[src/rtl/ts_readout_pkg.sv]
package ts_readout_pkg;

  localparam int WORD_W    = 16;
  localparam int REC_WORDS = 12;
  localparam int REC_W     = WORD_W * REC_WORDS;
  localparam int POS_W     = 5;
  localparam int DISC_W    = 4;

  localparam logic [POS_W-1:0]  LAST_POS = POS_W'(REC_WORDS - 1);
  localparam logic [DISC_W-1:0] DISC_MAX = '1;

  localparam int BUFSTAT_OFF = 'h04;
  localparam int PORT_BASE   = 'h20;
  localparam int PORT_WIN    = 'h20;
  localparam int RX_OFF      = 'h4;
  localparam int DATA_OFF    = 'h8;

  // word k of a record, most significant word first
  function automatic logic [WORD_W-1:0] rec_word(logic [REC_W-1:0] rec,
                                                 logic [POS_W-1:0] pos);
    logic [REC_W-1:0] sh;
    if (pos > LAST_POS) return '0;
    sh = rec >> (WORD_W * (int'(LAST_POS) - int'(pos)));
    return sh[WORD_W-1:0];
  endfunction

  function automatic logic [DISC_W-1:0] sat_inc(logic [DISC_W-1:0] v);
    return (v == DISC_MAX) ? v : v + 1'b1;
  endfunction

  // status layout: [15] enable, [12:8] position, [7:4] discards
  function automatic logic [31:0] status_word(logic en, logic [POS_W-1:0] pos,
                                              logic [DISC_W-1:0] disc);
    return 32'({en, 2'b00, pos, disc, 4'b0000});
  endfunction

  function automatic int chan_addr(int port, bit is_rx, bit is_data);
    return PORT_BASE + port * PORT_WIN + (is_rx ? RX_OFF : 0) + (is_data ? DATA_OFF : 0);
  endfunction

endpackage

[src/rtl/ts_rec_fifo.sv]
module ts_rec_fifo #(
  parameter int DEPTH = 4,
  parameter int W     = 192
) (
  input  logic         clk,
  input  logic         rst,
  input  logic         push,
  input  logic [W-1:0] push_data,
  input  logic         pop,
  output logic [W-1:0] head,
  output logic         full,
  output logic         empty
);
  localparam int PW = (DEPTH > 1) ? $clog2(DEPTH) : 1;
  localparam int LW = $clog2(DEPTH + 1);
  localparam logic [PW-1:0] PTR_LAST = PW'(DEPTH - 1);
  localparam logic [LW-1:0] LVL_FULL = LW'(DEPTH);

  logic [W-1:0]  mem [DEPTH];
  logic [PW-1:0] wp, rp;
  logic [LW-1:0] level;

  assign full  = (level == LVL_FULL);
  assign empty = (level == '0);
  assign head  = mem[rp];

  always_ff @(posedge clk) begin
    if (push) mem[wp] <= push_data;
  end

  always_ff @(posedge clk) begin
    if (rst) begin
      wp    <= '0;
      rp    <= '0;
      level <= '0;
    end else begin
      if (push) wp <= (wp == PTR_LAST) ? '0 : wp + 1'b1;
      if (pop)  rp <= (rp == PTR_LAST) ? '0 : rp + 1'b1;
      case ({push, pop})
        2'b10:   level <= level + 1'b1;
        2'b01:   level <= level - 1'b1;
        default: level <= level;
      endcase
    end
  end

  AST_NO_OVERFLOW: assert property (@(posedge clk) disable iff (rst)
    push |-> !full);
  AST_NO_UNDERFLOW: assert property (@(posedge clk) disable iff (rst)
    pop |-> !empty);

endmodule

[src/rtl/ts_chan.sv]
module ts_chan
  import ts_readout_pkg::*;
#(
  parameter int DEPTH = 4
) (
  input  logic             clk,
  input  logic             rst,
  input  logic             cap_valid,
  input  logic [REC_W-1:0] cap_rec,
  input  logic             en_wr,
  input  logic             en_val,
  input  logic             data_rd,
  output logic [31:0]      data_word,
  output logic [31:0]      stat_word,
  output logic             not_empty
);
  logic              enable;
  logic [POS_W-1:0]  pos;
  logic [DISC_W-1:0] disc;
  logic [REC_W-1:0]  head;
  logic              full, empty;

  // named events
  logic accept_evt, push_evt, drop_evt, hit_evt, pop_evt;
  assign accept_evt = cap_valid & enable;
  assign push_evt   = accept_evt & ~full;
  assign drop_evt   = accept_evt & full;
  assign hit_evt    = data_rd & ~empty;
  assign pop_evt    = hit_evt & (pos == LAST_POS);

  ts_rec_fifo #(.DEPTH(DEPTH), .W(REC_W)) i_fifo (
    .clk(clk), .rst(rst), .push(push_evt), .push_data(cap_rec),
    .pop(pop_evt), .head(head), .full(full), .empty(empty)
  );

  always_ff @(posedge clk) begin
    if (rst) begin
      enable <= 1'b0;
      pos    <= '0;
      disc   <= '0;
    end else begin
      if (en_wr)    enable <= en_val;
      if (pop_evt)  pos    <= '0;
      else if (hit_evt) pos <= pos + 1'b1;
      if (drop_evt) disc   <= sat_inc(disc);
    end
  end

  assign data_word = empty ? 32'h0 : 32'(rec_word(head, pos));
  assign stat_word = status_word(enable, pos, disc);
  assign not_empty = ~empty;

  AST_POS_RANGE: assert property (@(posedge clk) disable iff (rst)
    pos <= LAST_POS);
  AST_POS_NEEDS_DATA: assert property (@(posedge clk) disable iff (rst)
    (pos != '0) |-> !empty);
  AST_EMPTY_RD_HOLD: assert property (@(posedge clk) disable iff (rst)
    (data_rd && empty) |=> $stable(pos));
  AST_WRAP_ZERO: assert property (@(posedge clk) disable iff (rst)
    pop_evt |=> (pos == '0));
  AST_DISC_STEP: assert property (@(posedge clk) disable iff (rst)
    (disc != $past(disc)) |-> (disc == $past(disc) + 1'b1));
  AST_OFF_STAYS_EMPTY: assert property (@(posedge clk) disable iff (rst)
    (!enable && empty) |=> empty);

endmodule

[src/rtl/ts_readout_top.sv]
module ts_readout_top
  import ts_readout_pkg::*;
#(
  parameter int NUM_PORTS = 3,
  parameter int DEPTH     = 4,
  parameter int AW        = 8,
  localparam int NCH      = 2 * NUM_PORTS
) (
  input  logic                 clk,
  input  logic                 rst,
  input  logic [NCH-1:0]       cap_valid,
  input  logic [NCH*REC_W-1:0] cap_data,
  input  logic                 rd_en,
  input  logic [AW-1:0]        rd_addr,
  output logic [31:0]          rd_data,
  output logic                 rd_valid,
  input  logic                 wr_en,
  input  logic [AW-1:0]        wr_addr,
  input  logic [31:0]          wr_data
);
  localparam logic [AW-1:0] BUF_A = AW'(BUFSTAT_OFF);

  logic [31:0]    stat_w [NCH];
  logic [31:0]    data_w [NCH];
  logic [NCH-1:0] ne, sel_stat, sel_data, data_rd, en_wr;
  logic [31:0]    rd_mux;
  logic           unused_wr_bits;

  assign unused_wr_bits = ^{wr_data[31:16], wr_data[14:0]};

  // channel c < NUM_PORTS: transmit of port c; else receive of port c-NUM_PORTS
  for (genvar c = 0; c < NCH; c++) begin : g_ch
    localparam bit IS_RX = (c >= NUM_PORTS);
    localparam int PORT  = c % NUM_PORTS;
    localparam logic [AW-1:0] STAT_A = AW'(chan_addr(PORT, IS_RX, 1'b0));
    localparam logic [AW-1:0] DATA_A = AW'(chan_addr(PORT, IS_RX, 1'b1));

    assign sel_stat[c] = (rd_addr == STAT_A);
    assign sel_data[c] = (rd_addr == DATA_A);
    assign data_rd[c]  = rd_en & sel_data[c];
    assign en_wr[c]    = wr_en & (wr_addr == STAT_A);

    ts_chan #(.DEPTH(DEPTH)) i_chan (
      .clk(clk), .rst(rst),
      .cap_valid(cap_valid[c]), .cap_rec(cap_data[c*REC_W +: REC_W]),
      .en_wr(en_wr[c]), .en_val(wr_data[15]),
      .data_rd(data_rd[c]),
      .data_word(data_w[c]), .stat_word(stat_w[c]), .not_empty(ne[c])
    );
  end

  always_comb begin
    rd_mux = (rd_addr == BUF_A) ? 32'(ne) : 32'h0;
    for (int c = 0; c < NCH; c++) begin
      if (sel_stat[c]) rd_mux = rd_mux | stat_w[c];
      if (sel_data[c]) rd_mux = rd_mux | data_w[c];
    end
  end

  always_ff @(posedge clk) begin
    if (rst) begin
      rd_data  <= '0;
      rd_valid <= 1'b0;
    end else begin
      rd_valid <= rd_en;
      if (rd_en) rd_data <= rd_mux;
    end
  end

  AST_RD_VALID: assert property (@(posedge clk) disable iff (rst)
    rd_en |=> rd_valid);
  AST_RD_HOLD: assert property (@(posedge clk) disable iff (rst)
    !rd_en |=> $stable(rd_data));
  AST_ONE_TARGET: assert property (@(posedge clk) disable iff (rst)
    $onehot0({sel_stat, sel_data, rd_addr == BUF_A}));

endmodule

[config.mk]
export PLATFORM = sky130hd
export DESIGN_NAME = ts_readout_top
export DESIGN_NICKNAME = d
export VERILOG_FILES = /design/src/rtl/ts_readout_pkg.sv /design/src/rtl/ts_rec_fifo.sv /design/src/rtl/ts_chan.sv /design/src/rtl/ts_readout_top.sv
export SDC_FILE = /design/constraint.sdc
export NUM_CORES = 2
export LEC_CHECK = 0
export BUFFER_PORTS_ARGS = -buffer_cell sky130_fd_sc_hd__buf_2
export CORE_MARGIN = 4
export CORE_UTILIZATION = 35
export CTS_CLUSTER_DIAMETER = 120
export CTS_CLUSTER_SIZE = 24
export DETAILED_ROUTE_END_ITERATION = 10
export GPL_TIMING_DRIVEN = 0
export PLACE_DENSITY = 0.57
export SLEW_MARGIN = 20
export SYNTH_ARGS = -nofsm -noshare
export SYNTH_HDL_FRONTEND = slang
export SYNTH_HIERARCHICAL = 1
export SYNTH_MEMORY_MAX_BITS = 65536
export SYNTH_SLANG_ARGS = --single-unit
[constraint.sdc]
create_clock -name clk -period 7.51 [get_ports clk]
set_input_delay 1.502 -clock clk [delete_from_list [all_inputs] [get_ports clk]]
set_output_delay 1.502 -clock clk [all_outputs]
set_load 0.03 [all_outputs]
==> results_dict.tcl <==
set metrics [dict create \
    whs_endpoint "rd_data[23]" \
    mostFrequentLayoutCells "edfxtp_1 (4608), buf_2 (1374), mux4_2 (1251)" \
    ys_seq_elements 4755 \
    p_per_area_mw_per_mm2 204 \
    slew_headroom 0.246 \
    antenna_left 0 \
    hold_violations 0 \
    holdPathStages 2 \
    finalCoreUtilization 0.400 \
    synth_area_mm2 0.190 \
    crit_fanout 10 \
    worstSetupPathType "in2reg" \
    period_needed_ns 5.62 \
    multi_input_area_mm2 0.0425 \
    ff2ff_setup_slack_ns 2.82 \
    cts_buffers 229 \
    tritoncts "built" \
    maxCapViolations 0 \
    fillers 47500 \
    p_switching_mw 8.78 \
    synth_cell_types 79 \
    drt-wirelength-per-cell_um 32.2 \
    post-route-period-util 0.748 \
    routed_wl_mm 568 \
    fmax_mhz 178 \
    p_int_mw 35.1 \
    required_ns 8.40 \
    grt_use_total 0.199 \
    boundaryPins 1243 \
    ys_seq_area_frac 0.746 \
    path_clk_slew_ns 0.10 \
    cts-hold-fix-buffers 0 \
    layout-drive-gt1-share 0.346 \
    comb_power_share 0.021 \
    hp-start "rd_data[23]" \
    fin_skew_ns 0.0564 \
    grt_pass1_vias 94200 \
    ir_drop_uv 213 \
    register_area_mm2 0.141 \
    slew_violations 0 \
    syn_inst 8447 \
    vias_per_cell 5.30 \
    switching_share 0.200 \
    end_kind "register" \
    synth.area.top_cells "edfxtp_1 (73%), mux4_2 (15%), mux2i_1 (2.3%), dfxtp_1 (1.6%), buf_12 (1.3%)" \
    place.detailed.hpwl_mm 423 \
    power_leakage_nw 65.9 \
    via_count 93700 \
    hold_class "reg2reg" \
    start_util 0.352 \
    dieArea_mm2 0.553 \
    fin_tns_setup_ns 0 \
    setup_viol 0 \
    root_buffer "clkbuf_16" \
    drtIter0Drc 10300 \
    layout_commonest_cell "edfxtp_1" \
    yosysTopAreaCellShare 0.730 \
    antenna_found_initial 616 \
    clock_latency_ns 0.98 \
    power_mw 43.9 \
    grt_remaining_overflow 0 \
    async_flop_share 0 \
    ys.flop_type "edfxtp_1" \
    h-tree-depth 4 \
    post-cts-setup-buffers 0 \
    worst_r2r_endpoint "rd_data[11]" \
    syn_area_per_cell_um2 22.4 \
    cts.sinks 4755 \
    port_buffers 1207 \
    rows 269 \
    seqPwrFrac 0.661 \
    r2r.worst_path.cells 10 \
    nets 11500 \
    gp_congestion 0.893 \
    cts_resized 0 \
    yosysTopAreaCell "edfxtp_1" \
    yosys_warnings 6 \
    die_x_um 744 \
    synth_edf_count 4608 \
    crit_path_start_kind "input pin" \
    status "finished, final reports clean" \
    area_delta_synth_final_pct 13.5 \
    grt_max_degree 61 \
    cts.path.max_buffers 4 \
    grt_pass1_wl_mm 769 \
    die_y_um 744 \
    drc 0 \
    core_mm2 0.538 \
    p_clk_frac 0.318 \
    cp_data_arrival_time_ns 6.50 \
    dr.pass1.iters 5 \
    rsz0062_at_grt "no" \
    tightest_slew_ns 1.13 \
]
[layout make-up]
cell class | count | share of cell area
Sequential cell | 4755 | 0.657
Multi-Input combinational cell | 3157 | 0.198
Tap cell | 7181 | 0.0418
Timing Repair Buffer | 1313 | 0.0407
Buffer | 682 | 0.0291
Clock buffer | 277 | 0.0277
Clock inverter | 31 | 0.00248
Antenna cell | 194 | 0.00226
Inverter | 75 | 0.00131
[cell usage after synthesis, types with 8 or more instances]
| master | instances |
|---|---|
| edfxtp_1 | 4608 |
| and2_1 | 37 |
| buf_2 | 168 |
| o31ai_1 | 13 |
| a211oi_1 | 15 |
| nand2_1 | 72 |
| a221oi_1 | 24 |
| o22ai_1 | 17 |
| o21ai_0 | 49 |
| and3_1 | 12 |
| clkbuf_1 | 42 |
| nand2b_1 | 8 |
| nand3b_1 | 8 |
| mux2i_1 | 443 |
| nor2_1 | 142 |
| nor2b_1 | 23 |
| inv_1 | 75 |
| a22oi_1 | 246 |
| dfxtp_1 | 147 |
| mux4_2 | 1251 |
| clkbuf_2 | 18 |
| xnor2_1 | 18 |
| nor4b_2 | 9 |
| ha_1 | 72 |
| mux2_2 | 20 |
| buf_12 | 126 |
| a32o_1 | 99 |
| nor3b_1 | 21 |
| buf_6 | 41 |
| buf_4 | 279 |
| a311oi_1 | 17 |
| xor2_1 | 12 |
| or3_1 | 32 |
| o21ai_1 | 8 |
| nand3_1 | 30 |
| nor3_1 | 25 |
| a21oi_1 | 88 |
[metrics by stage]
| stage | hold slack, ns | cells | area (µm²) | worst slack, ns |
|---|---|---|---|---|
| CTS | 0.496 | 17500 | 215000 | 2.10 |
| global placement | 0.473 | 17100 | 205000 | -3.40 |
| floorplan | 0.461 | 8669 | 190000 | 0.733 |
| detailed placement | 0.484 | 17200 | 208000 | 0.971 |
| global route | 0.508 | 17500 | 215000 | 1.94 |
| finish | 0.496 | 17700 | 215000 | 1.89 |
[flip-flops by register name, indices dropped and copies added (netlist names), named ones only]
signal	cells
g_ch.i_chan/disc	24
g_ch.i_chan/enable	6
g_ch.i_chan/i_fifo/level	18
g_ch.i_chan/i_fifo/mem	4608
g_ch.i_chan/i_fifo/rp	12
g_ch.i_chan/i_fifo/wp	12
g_ch.i_chan/pos	30
rd_data	32
rd_valid	1
[power groups by stage]
stage / combinational [mW] / sequential (mW) / clock [mW]
after floorplan: 0.207 / 29.7 / 0
after global placement: 0.821 / 29.6 / 0
after detailed placement: 0.894 / 29.6 / 0
after CTS: 0.895 / 29.0 / 14.5
after global routing: 0.992 / 29.0 / 15.4
final: 0.919 / 29.0 / 14.0
[critical path, cell delays in order]
cell and delay [ns]:
clkbuf_1 0.68, buf_1 0.74, nand2_1 0.40, nor2_1 0.60, nand3b_1 0.21, nor3b_1 0.87
ha_1 0.34, inv_1 0.06, fa_1 0.37, xor2_1 0.17, or3_1 0.33, a21oi_1 0.20
[kinds of logic after synthesis]
family                     share of synthesized area
AOI/OAI and AO/OA                             0.0250
xor gates and xnor gates                     0.00139
adders and majority gates                    0.00539
muxes                                          0.173
DFF                                            0.746
and+or+nand+nor                               0.0145
other                                       0.000119
buffers and inverters                         0.0345
[worst max path at each step]
stage | start | end | slack [ns] | cells past startpoint
after floorplan | cap_valid[0] | g_ch[0].i_chan/i_fifo/mem[0][0] | 0.73 | 3
after global placement | cap_valid[2] | g_ch[2].i_chan/i_fifo/mem[1][25] | -3.40 | 4
after detailed placement | rd_en | g_ch[3].i_chan/i_fifo/level[2] | 0.97 | 12
after CTS | rd_en | g_ch[3].i_chan/i_fifo/level[2] | 2.10 | 12
after global routing | rd_en | g_ch[3].i_chan/i_fifo/level[2] | 1.94 | 12
final | rd_en | g_ch[3].i_chan/i_fifo/level[2] | 1.89 | 12
[per-layer routing]
layer,routed length [µm],up-vias,GRT usage
met3,51700,1310,0.0604
met1,217000,49400,0.251
met2,272000,3767,0.326
met4,25200,302,0.0718
li1,-,38900,-
met5,1930,-,0
No activity file was read; power rests on OpenSTA's default activity.
